$ cat src/rtl/rloop_pkg.sv
package rloop_pkg;

  localparam int INSTR_W = 16;

  // upper-byte opcodes of the immediate-operand forms
  localparam logic [7:0] OP_CNT_IMM = 8'h82;
  localparam logic [7:0] OP_LD_START = 8'h8C;
  localparam logic [7:0] OP_LD_END = 8'h8E;

  // register forms: top nibble plus low byte
  localparam logic [3:0] GRP_SYS4 = 4'h4;
  localparam logic [3:0] GRP_SYS0 = 4'h0;
  localparam logic [7:0] FN_CNT_REG = 8'h14;
  localparam logic [7:0] FN_RD_MOD = 8'h52;
  localparam logic [7:0] FN_RD_START = 8'h62;
  localparam logic [7:0] FN_RD_END = 8'h72;

  typedef struct packed {
    logic cntFromImm;
    logic cntFromReg;
    logic setStart;
    logic setEnd;
    logic readMod;
    logic readStart;
    logic readEnd;
  } loopCtl_t;

endpackage

$ cat src/rtl/rloop_decode.sv
module rloop_decode
  import rloop_pkg::*;
(
  input  logic               instrValid,
  input  logic [INSTR_W-1:0] instrWord,
  output loopCtl_t           ctl,
  output logic [3:0]         regSel,
  output logic [7:0]         immByte
);

  logic [7:0] hiByte;
  logic [3:0] topNib;

  assign hiByte  = instrWord[15:8];
  assign topNib  = instrWord[15:12];
  assign regSel  = instrWord[11:8];
  assign immByte = instrWord[7:0];

  always_comb begin
    ctl = '0;
    if (instrValid) begin
      ctl.cntFromImm = (hiByte == OP_CNT_IMM);
      ctl.setStart   = (hiByte == OP_LD_START);
      ctl.setEnd     = (hiByte == OP_LD_END);
      ctl.cntFromReg = (topNib == GRP_SYS4) && (immByte == FN_CNT_REG);
      ctl.readMod    = (topNib == GRP_SYS0) && (immByte == FN_RD_MOD);
      ctl.readStart  = (topNib == GRP_SYS0) && (immByte == FN_RD_START);
      ctl.readEnd    = (topNib == GRP_SYS0) && (immByte == FN_RD_END);
    end
  end

endmodule

$ cat src/rtl/rloop_path.sv
module rloop_path
  import rloop_pkg::*;
#(
  parameter int ADDR_W = 32,
  parameter int DATA_W = 32,
  parameter int CNT_W  = 12
) (
  input  logic              clk,
  input  logic              rstN,
  input  loopCtl_t          ctl,
  input  logic [7:0]        immByte,
  input  logic [ADDR_W-1:0] instrPc,
  input  logic [DATA_W-1:0] regOperand,
  input  logic [DATA_W-1:0] modIn,
  input  logic              fetchValid,
  input  logic [ADDR_W-1:0] fetchAddr,
  output logic [CNT_W-1:0]  loopCount,
  output logic [ADDR_W-1:0] loopStart,
  output logic [ADDR_W-1:0] loopEnd,
  output logic              redirectValid,
  output logic [ADDR_W-1:0] redirectPc,
  output logic              readValid,
  output logic [DATA_W-1:0] readData
);

  localparam int PC_AHEAD = 4;
  localparam logic [CNT_W-1:0] ONE_PASS = CNT_W'(1);

  logic [CNT_W-1:0]  countQ, countNext;
  logic [ADDR_W-1:0] startQ, endQ, pcTarget;
  logic              endHit;
  logic              unusedHighBits;

  assign unusedHighBits = ^regOperand[DATA_W-1:CNT_W];

  // one shared adder serves both address loads
  assign pcTarget = instrPc + ADDR_W'(PC_AHEAD) + (ADDR_W'(immByte) << 1);

  assign endHit        = fetchValid && (fetchAddr == endQ) && (countQ != '0);
  assign redirectValid = endHit && (countQ > ONE_PASS);
  assign redirectPc    = startQ;

  always_comb begin
    countNext = countQ;
    if (ctl.cntFromImm)      countNext = CNT_W'(immByte);
    else if (ctl.cntFromReg) countNext = regOperand[CNT_W-1:0];
    else if (endHit)         countNext = countQ - ONE_PASS;
  end

  always_ff @(posedge clk) begin
    if (!rstN) begin
      countQ <= '0;
      startQ <= '0;
      endQ   <= '0;
    end else begin
      countQ <= countNext;
      if (ctl.setStart) startQ <= pcTarget;
      if (ctl.setEnd)   endQ   <= pcTarget;
    end
  end

  always_comb begin
    readData = '0;
    if (ctl.readMod)        readData = modIn;
    else if (ctl.readStart) readData = DATA_W'(startQ);
    else if (ctl.readEnd)   readData = DATA_W'(endQ);
  end

  assign readValid = ctl.readMod || ctl.readStart || ctl.readEnd;
  assign loopCount = countQ;
  assign loopStart = startQ;
  assign loopEnd   = endQ;

endmodule

$ cat src/rtl/repeat_loop_unit.sv
module repeat_loop_unit
  import rloop_pkg::*;
#(
  parameter int ADDR_W  = 32,
  parameter int DATA_W  = 32,
  parameter int SR_W    = 32,
  parameter int CNT_W   = 12,
  parameter int CNT_LSB = 16
) (
  input  logic               clk,
  input  logic               rstN,
  input  logic               instrValid,
  input  logic [INSTR_W-1:0] instrWord,
  input  logic [ADDR_W-1:0]  instrPc,
  input  logic [DATA_W-1:0]  regOperand,
  input  logic [DATA_W-1:0]  modIn,
  input  logic [SR_W-1:0]    srIn,
  input  logic               fetchValid,
  input  logic [ADDR_W-1:0]  fetchAddr,
  output logic               redirectValid,
  output logic [ADDR_W-1:0]  redirectPc,
  output logic [SR_W-1:0]    srOut,
  output logic [ADDR_W-1:0]  loopStart,
  output logic [ADDR_W-1:0]  loopEnd,
  output logic               readValid,
  output logic [3:0]         readDest,
  output logic [DATA_W-1:0]  readData
);

  localparam int CNT_MSB = CNT_LSB + CNT_W - 1;

  loopCtl_t         ctl;
  logic [7:0]       immByte;
  logic [CNT_W-1:0] loopCount;

  rloop_decode u_decode (
    .instrValid (instrValid),
    .instrWord  (instrWord),
    .ctl        (ctl),
    .regSel     (readDest),
    .immByte    (immByte)
  );

  rloop_path #(
    .ADDR_W (ADDR_W),
    .DATA_W (DATA_W),
    .CNT_W  (CNT_W)
  ) u_path (
    .clk           (clk),
    .rstN          (rstN),
    .ctl           (ctl),
    .immByte       (immByte),
    .instrPc       (instrPc),
    .regOperand    (regOperand),
    .modIn         (modIn),
    .fetchValid    (fetchValid),
    .fetchAddr     (fetchAddr),
    .loopCount     (loopCount),
    .loopStart     (loopStart),
    .loopEnd       (loopEnd),
    .redirectValid (redirectValid),
    .redirectPc    (redirectPc),
    .readValid     (readValid),
    .readData      (readData)
  );

  always_comb begin
    srOut = srIn;
    srOut[CNT_MSB:CNT_LSB] = loopCount;
  end

endmodule

$ cat config.mk
export PLATFORM = sky130hd
export DESIGN_NAME = repeat_loop_unit
export DESIGN_NICKNAME = d
export VERILOG_FILES = /design/src/rtl/rloop_pkg.sv /design/src/rtl/rloop_decode.sv /design/src/rtl/rloop_path.sv /design/src/rtl/repeat_loop_unit.sv
export SDC_FILE = /design/constraint.sdc
export NUM_CORES = 1
export LEC_CHECK = 0
export CAP_MARGIN = 5
export CORE_AREA = 2 2 132 134
export DETAILED_ROUTE_END_ITERATION = 8
export DIE_AREA = 0 0 134 136
export DONT_BUFFER_PORTS = 1
export PLACE_DENSITY_LB_ADDON = 0.25
export RECOVER_POWER = 50
export SLEW_MARGIN = 20
export SYNTH_ARGS = -nofsm -noshare
export SYNTH_HDL_FRONTEND = slang
export SYNTH_HIERARCHICAL = 1
export SYNTH_SLANG_ARGS = --single-unit
$ cat constraint.sdc
create_clock -name clk -period 4.5 [get_ports clk]
set_clock_uncertainty 0.2 [all_clocks]
set_input_delay 0.225 -clock clk [delete_from_list [all_inputs] [get_ports clk]]
set_output_delay 0.225 -clock clk [all_outputs]
set_load 0.05 [all_outputs]
==> results of run 1 <==
-- worst paths after layout --
| path | end | slack, ns | start |
|---|---|---|---|
| setup / recovery | redirectValid | 1.25 | u_path/loopEnd[27] |
| setup reg to reg | u_path/loopCount[5] | 1.38 | u_path/loopEnd[11] |
| hold reg to reg | u_path/loopCount[7] | 0.56 | u_path/loopCount[7] |
| hold / removal | u_path/loopCount[6] | 0.03 | regOperand[6] |
-- cells in the final DEF (no fill, tap or decap), types with 9 or more instances in the layout --
master,count
ha_1,19
xnor2_1,47
dfxtp_1,76
xor2_1,13
mux2i_1,18
clkbuf_16,9
o21ai_1,32
o21ai_0,55
nor3_1,10
a21oi_1,88
nand3_1,11
buf_4,28
a211oi_1,13
inv_1,19
nor2_1,66
nand2_1,89
nor4_1,9
nand4_1,15
dlygate4sd3_1,38
-- report_power, final --
group | internal [mW] | switching [mW] | leakage (nW)
logic | 0.0914 | 0.134 | 1.57
clock network | 0.444 | 0.302 | 0.137
registers | 0.674 | 0.00852 | 0.612
total | 1.21 | 0.444 | 2.32
-- state kept, by name (all words and copies together), names as in the netlist --
register,count
u_path/loopEnd,32
u_path/loopCount,12
u_path/loopStart,32
-- layout make-up --
type | count | area (µm²)
fill | 1803 | 10440
clock inverter | 5 | 61.31
sequential | 76 | 1521
timing repair buffer | 68 | 614.3
clock buffer | 10 | 239.0
inverter | 19 | 71.32
multi-input combinational | 589 | 3652
tap | 225 | 281.5
-- worst max-delay path: cells and delay by family (launching register included) --
family | cells | cell delay (ns)
flip-flops | 1 | 0.73
XOR/XNOR | 1 | 0.32
buffers and inverters | 1 | 0.23
AND/OR/NAND/NOR | 4 | 1.20
-- stage by stage --
step	area, µm²	setup WS (ns)	utilization [%]
floorplan	5862	1.213	-
global placement	5744	1.467	34.04
detailed placement	5744	1.431	34.04
CTS	6445	1.226	38.19
global route	6441	1.140	38.17
finish	6441	1.245	38.17
-- logic make-up (layout without fill, tap and decap cells) --
logic type / count (synthesis) / in the layout / synth area share (%)
AOI/OAI and AO/OA: 223 / 223 / 21.49
buffers and inverters: 130 / 102 / 12.44
DFF: 76 / 76 / 25.96
and+or+nand+nor: 266 / 266 / 23.29
xor gates and xnor gates: 60 / 60 / 8.965
adders and majority gates: 20 / 20 / 4.397
muxes: 20 / 20 / 3.458
-- per-layer routing --
layer / vias up / global-route usage, % / routed length (µm)
met2: 221 / 35.36 / 9299
li1: 2689 / - / -
met4: 0 / 3.960 / 151
met5: - / 0 / 0
met1: 2502 / 29.31 / 9233
met3: 11 / 6.078 / 1627
-- cell usage after synthesis (all sizes together), types with 13 or more instances --
cell     n  area [µm²]
inv     19       71.32
dfxtp   76        1521
nor4    16       112.6
nor2    66       247.7
clkbuf  41       153.9
mux2i   18       180.2
buf     70       504.2
nor3    13       70.07
xor2    13       113.9
nand2   89       334.1
o21ai   87       435.4
xnor2   47       411.6
ha      19       237.7
a211oi  13       97.59
a21oi   88       440.4
nand4   15       93.84
==> run_results.csv, run 1 <==
group,metric,value,unit
sta,setup_viol,0,
placed_design,gp_congestion,0.8490,
clock_tree,worstSkewPairLatency,0.34,ns
pwr,power_density,256.6,nW/µm²
pwr,p_total,1.653,mW
routing,drt_iter0_drc,311,
routing,vias,5423,
floorplan,ioPinCount,346,
placed_design,portBuffers,0,
floorplan,rows,48,
sta,fmax,307.2,MHz
sta,final-hold-violation-count,0,
worst_hold_path,holdCritPathClass,"in2reg",
pwr,p_leak,2.316,nW
cells_and_area,antenna_cells,0,
placed_design,hpwl,15350,µm
sta,setup_tns,0,ns
synthesis,yosysSeqAreaShare,25.96,%
synthesis,synth_edf_count,0,
global_route,grt_first_pass_wirelength,30100,µm
sta,finalCritPeriodShare,72.33,%
clock_tree,cts_inserted_buffers,9,
routing,first_pass_iters,5,
synthesis,synth-main-ff-cell,"dfxtp_1",
flow_run,maxCapViolCount,0,
clock_tree,post_cts_buffers,0,
setup_path,slowest_stage,"dfxtp_1",
worst_hold_path,min_path_cells,3,
synthesis,synthCells,795,
synthesis,yosysWarnings,6,
sta,tightestPinTransition,1.316,ns
pwr,peakVddDrop,0.1812,mV
synthesis,synth_area_per_cell,7.373,µm²
setup_path,critical_path_class,"reg2out",
clock_tree,hold_buffers,39,
status,status,"completed",
setup_path,required,4.07,ns
routing,viasPerCell,5.467,
setup_path,reg2reg_depth,6,
clock_tree,h-tree-depth,3,
synthesis,synth-seq-cells,76,
global_route,grt_pass1_vias,4940,
placed_design,dp_cells,938,
floorplan,die_w,134,µm
floorplan,initial_core_util,34.73,%
setup_path,arrival,2.83,ns
cells_and_area,area_growth,9.883,%
setup_path,critPathMaxFanout,4,
clock_tree,root_buffer,"clkbuf_16",
global_route,gr-total-overflow,0,
setup_path,worstSetupStartpointType,"flip-flop",
clock_tree,cts_tree,"yes",
global_route,grt_usage,21.84,%
synthesis,synth_cell_types,65,
clock_tree,cts-resized-gates,0,
synthesis,syn_area,5862,µm²
sta,relSlewSlack,12.29,%
cells_and_area,nets,963,
routing,drtAntennaViolNets,0,
clock_tree,cts.sinks,76,
cells_and_area,drive_gt1_share,8.344,%
routing,drt_drc_violations_left,0,
global_route,antenna_found_initial,0,
sta,final_max_slew_viol_count,0,
synthesis,synth_nets,995,
floorplan,die_area,18220,µm²
clock_tree,cts_max_path_buffers,2,
global_route,grt_max_degree,60,
sta,rsz0062_at_grt,"false",
sta,holdWs,0.02790,ns
synthesis,async_reset_ff_share,0,%
routing,wl_per_cell,20.47,µm
setup_path,cpPeakStageDelay,0.73,ns
setup_path,path_cells,"xnor2_1, nand4_1, or4b_2, nand4b_1, nor3_2, buf_4",
floorplan,die_h,136,µm
clock_tree,clk_pin_slew,0.06,ns
routing,postRouteWirelength,20310,µm
sta,fin_crit,3.255,ns
cells_and_area,layoutNonFillerInstCount,992,
floorplan,core,16880,µm²
setup_path,critPathCaptureType,"primary output",
Note: power is estimated with default switching activity, not from simulation.
==> inputs of run 2 (changes only) <==
- clock period: 4.5 -> 3 ns (I/O delays scaled with it)
==> run 2 against run 1 <==
Compared with the run above:
- clock power up 62%
- final area up 10%
- critical path depth unchanged
- total power up 56%
- cell count up 11%
- die area unchanged
- register-to-register slack worse by 1.1 ns
==> run_results.csv, run 2 (same netlist as run 1, synthesis figures left out) <==
group,metric,value,unit
status,status,"completed",
floorplan,rows,48,
placed_design,portBuffers,0,
global_route,antenna_found_initial,0,
pwr,p_total,2.583,mW
routing,vias,5867,
floorplan,initial_core_util,34.73,%
floorplan,die_w,134,µm
cells_and_area,layout_commonest_cell,"nand2_1",
clock_tree,worstSkewPairLatency,0.34,ns
clock_tree,cts_tree,"yes",
global_route,grt_max_degree,61,
clock_tree,cts_max_path_buffers,2,
setup_path,critPathMaxFanout,2,
setup_path,critPathCaptureType,"primary output",
global_route,grt_usage,22.72,%
sta,relSlewSlack,12.43,%
placed_design,gp_congestion,0.8504,
global_route,grt_pass1_vias,5456,
placed_design,hpwl,16230,µm
clock_tree,root_buffer,"clkbuf_16",
setup_path,arrival,2.53,ns
cells_and_area,filler_cell_count,1809,
routing,drt_iter0_drc,295,
floorplan,core,16880,µm²
cells_and_area,multi_input_area,3657,µm²
cells_and_area,nets,1072,
routing,drt_drc_violations_left,0,
global_route,gr-total-overflow,0,
setup_path,required,2.65,ns
setup_path,worstSetupStartpointType,"flip-flop",
cells_and_area,layout_common_cells,"nand2_1 (89), a21oi_1 (88), dfxtp_1 (76), clkbuf_1 (70), nor2_1 (66)",
sta,fmax,347.2,MHz
sta,tightestPinTransition,1.313,ns
routing,postRouteWirelength,21170,µm
routing,first_pass_iters,4,
clock_tree,cts_inserted_buffers,9,
cells_and_area,antenna_cells,0,
pwr,peakVddDrop,0.2398,mV
floorplan,ioPinCount,346,
global_route,grt_first_pass_wirelength,31460,µm
clock_tree,clk_pin_slew,0.06,ns
pwr,power_density,364.6,nW/µm²
sta,rsz0062_at_grt,"false",
pwr,p_leak,2.633,nW
sta,setup_viol,0,
flow_run,maxCapViolCount,0,
sta,finalCritPeriodShare,96.00,%
sta,fin_crit,2.880,ns
routing,drtAntennaViolNets,0,
clock_tree,cts.sinks,76,
clock_tree,post_cts_buffers,0,
routing,wl_per_cell,19.23,µm
setup_path,critical_path_class,"reg2out",
worst_hold_path,holdCritPathClass,"in2reg",
sta,setup_tns,0,ns
floorplan,die_h,136,µm
floorplan,die_area,18220,µm²
cells_and_area,drive_gt1_share,10.62,%
sta,final-hold-violation-count,0,
sta,final_max_slew_viol_count,0,
clock_tree,h-tree-depth,3,
cells_and_area,area_growth,20.88,%
routing,viasPerCell,5.329,
cells_and_area,regArea,1521,µm²
run 2: layer usage:
metal	wire, µm	track usage (%)
met5	0	0
met4	433	7.506
met3	1592	6.189
met2	9865	37.07
met1	9281	29.04
run 2: cell type report:
type                    instances  share of cell area [%]
repair buffers                177                   17.34
multi-input cells             589                   51.62
well taps                     225                   3.973
inverters                      19                   1.007
flip-flops and latches         76                   21.47
clock buffers                  11                   3.567
clock inverters                 4                   1.024
run 2: metrics by stage:
| step | cell area (µm²) | worst slack, ns | std cells | hold slack (ns) | util [%] |
|---|---|---|---|---|---|
| after detailed placement | 6497 | 0.3391 | 1035 | 0.08015 | 38.50 |
| after global routing | 7086 | 0.01580 | 1101 | 0.02249 | 41.99 |
| after CTS | 7343 | 0.09337 | 1101 | 0.007038 | 43.51 |
| after global placement | 6497 | 0.3305 | 1035 | 0.07366 | 38.50 |
| after floorplan | 5867 | 0.1990 | 795 | 0.09735 | - |
| final | 7086 | 0.1199 | 1101 | 0.01168 | 41.99 |
run 2: where the power goes:
part | switching [mW] | total [mW] | internal, mW
logic | 0.215 | 0.362 | 0.148
registers | 0.000975 | 1.01 | 1.01
clock network | 0.441 | 1.21 | 0.768
run 2: timing repair:
item / CTS / global route
hold buffers: 51 / 0
endpoints found under the hold margin: 67 / 0
setup endpoints to repair: 0 / 1
resized for setup: 0 / 1
run 2: worst paths after layout:
path | startpoint | end | slack (ns) | cells after the start
worst max-delay path | u_path/loopEnd[27] | redirectValid | 0.12 | 6
worst min-delay path | instrPc[19] | u_path/loopEnd[22] | 0.01 | 4
worst max register to register | u_path/loopEnd[20] | u_path/loopCount[5] | 0.29 | 6
worst min register to register | u_path/loopStart[4] | u_path/loopStart[4] | 0.30 | 2
run 2: worst max-delay path, stage by stage, from the launching register on:
cell      delay (ns)
dfxtp_1         0.34
xnor2_1         0.39
nand4_1         0.13
or4b_2          0.68
nand4b_1        0.23
nor3_2          0.25
buf_12          0.17
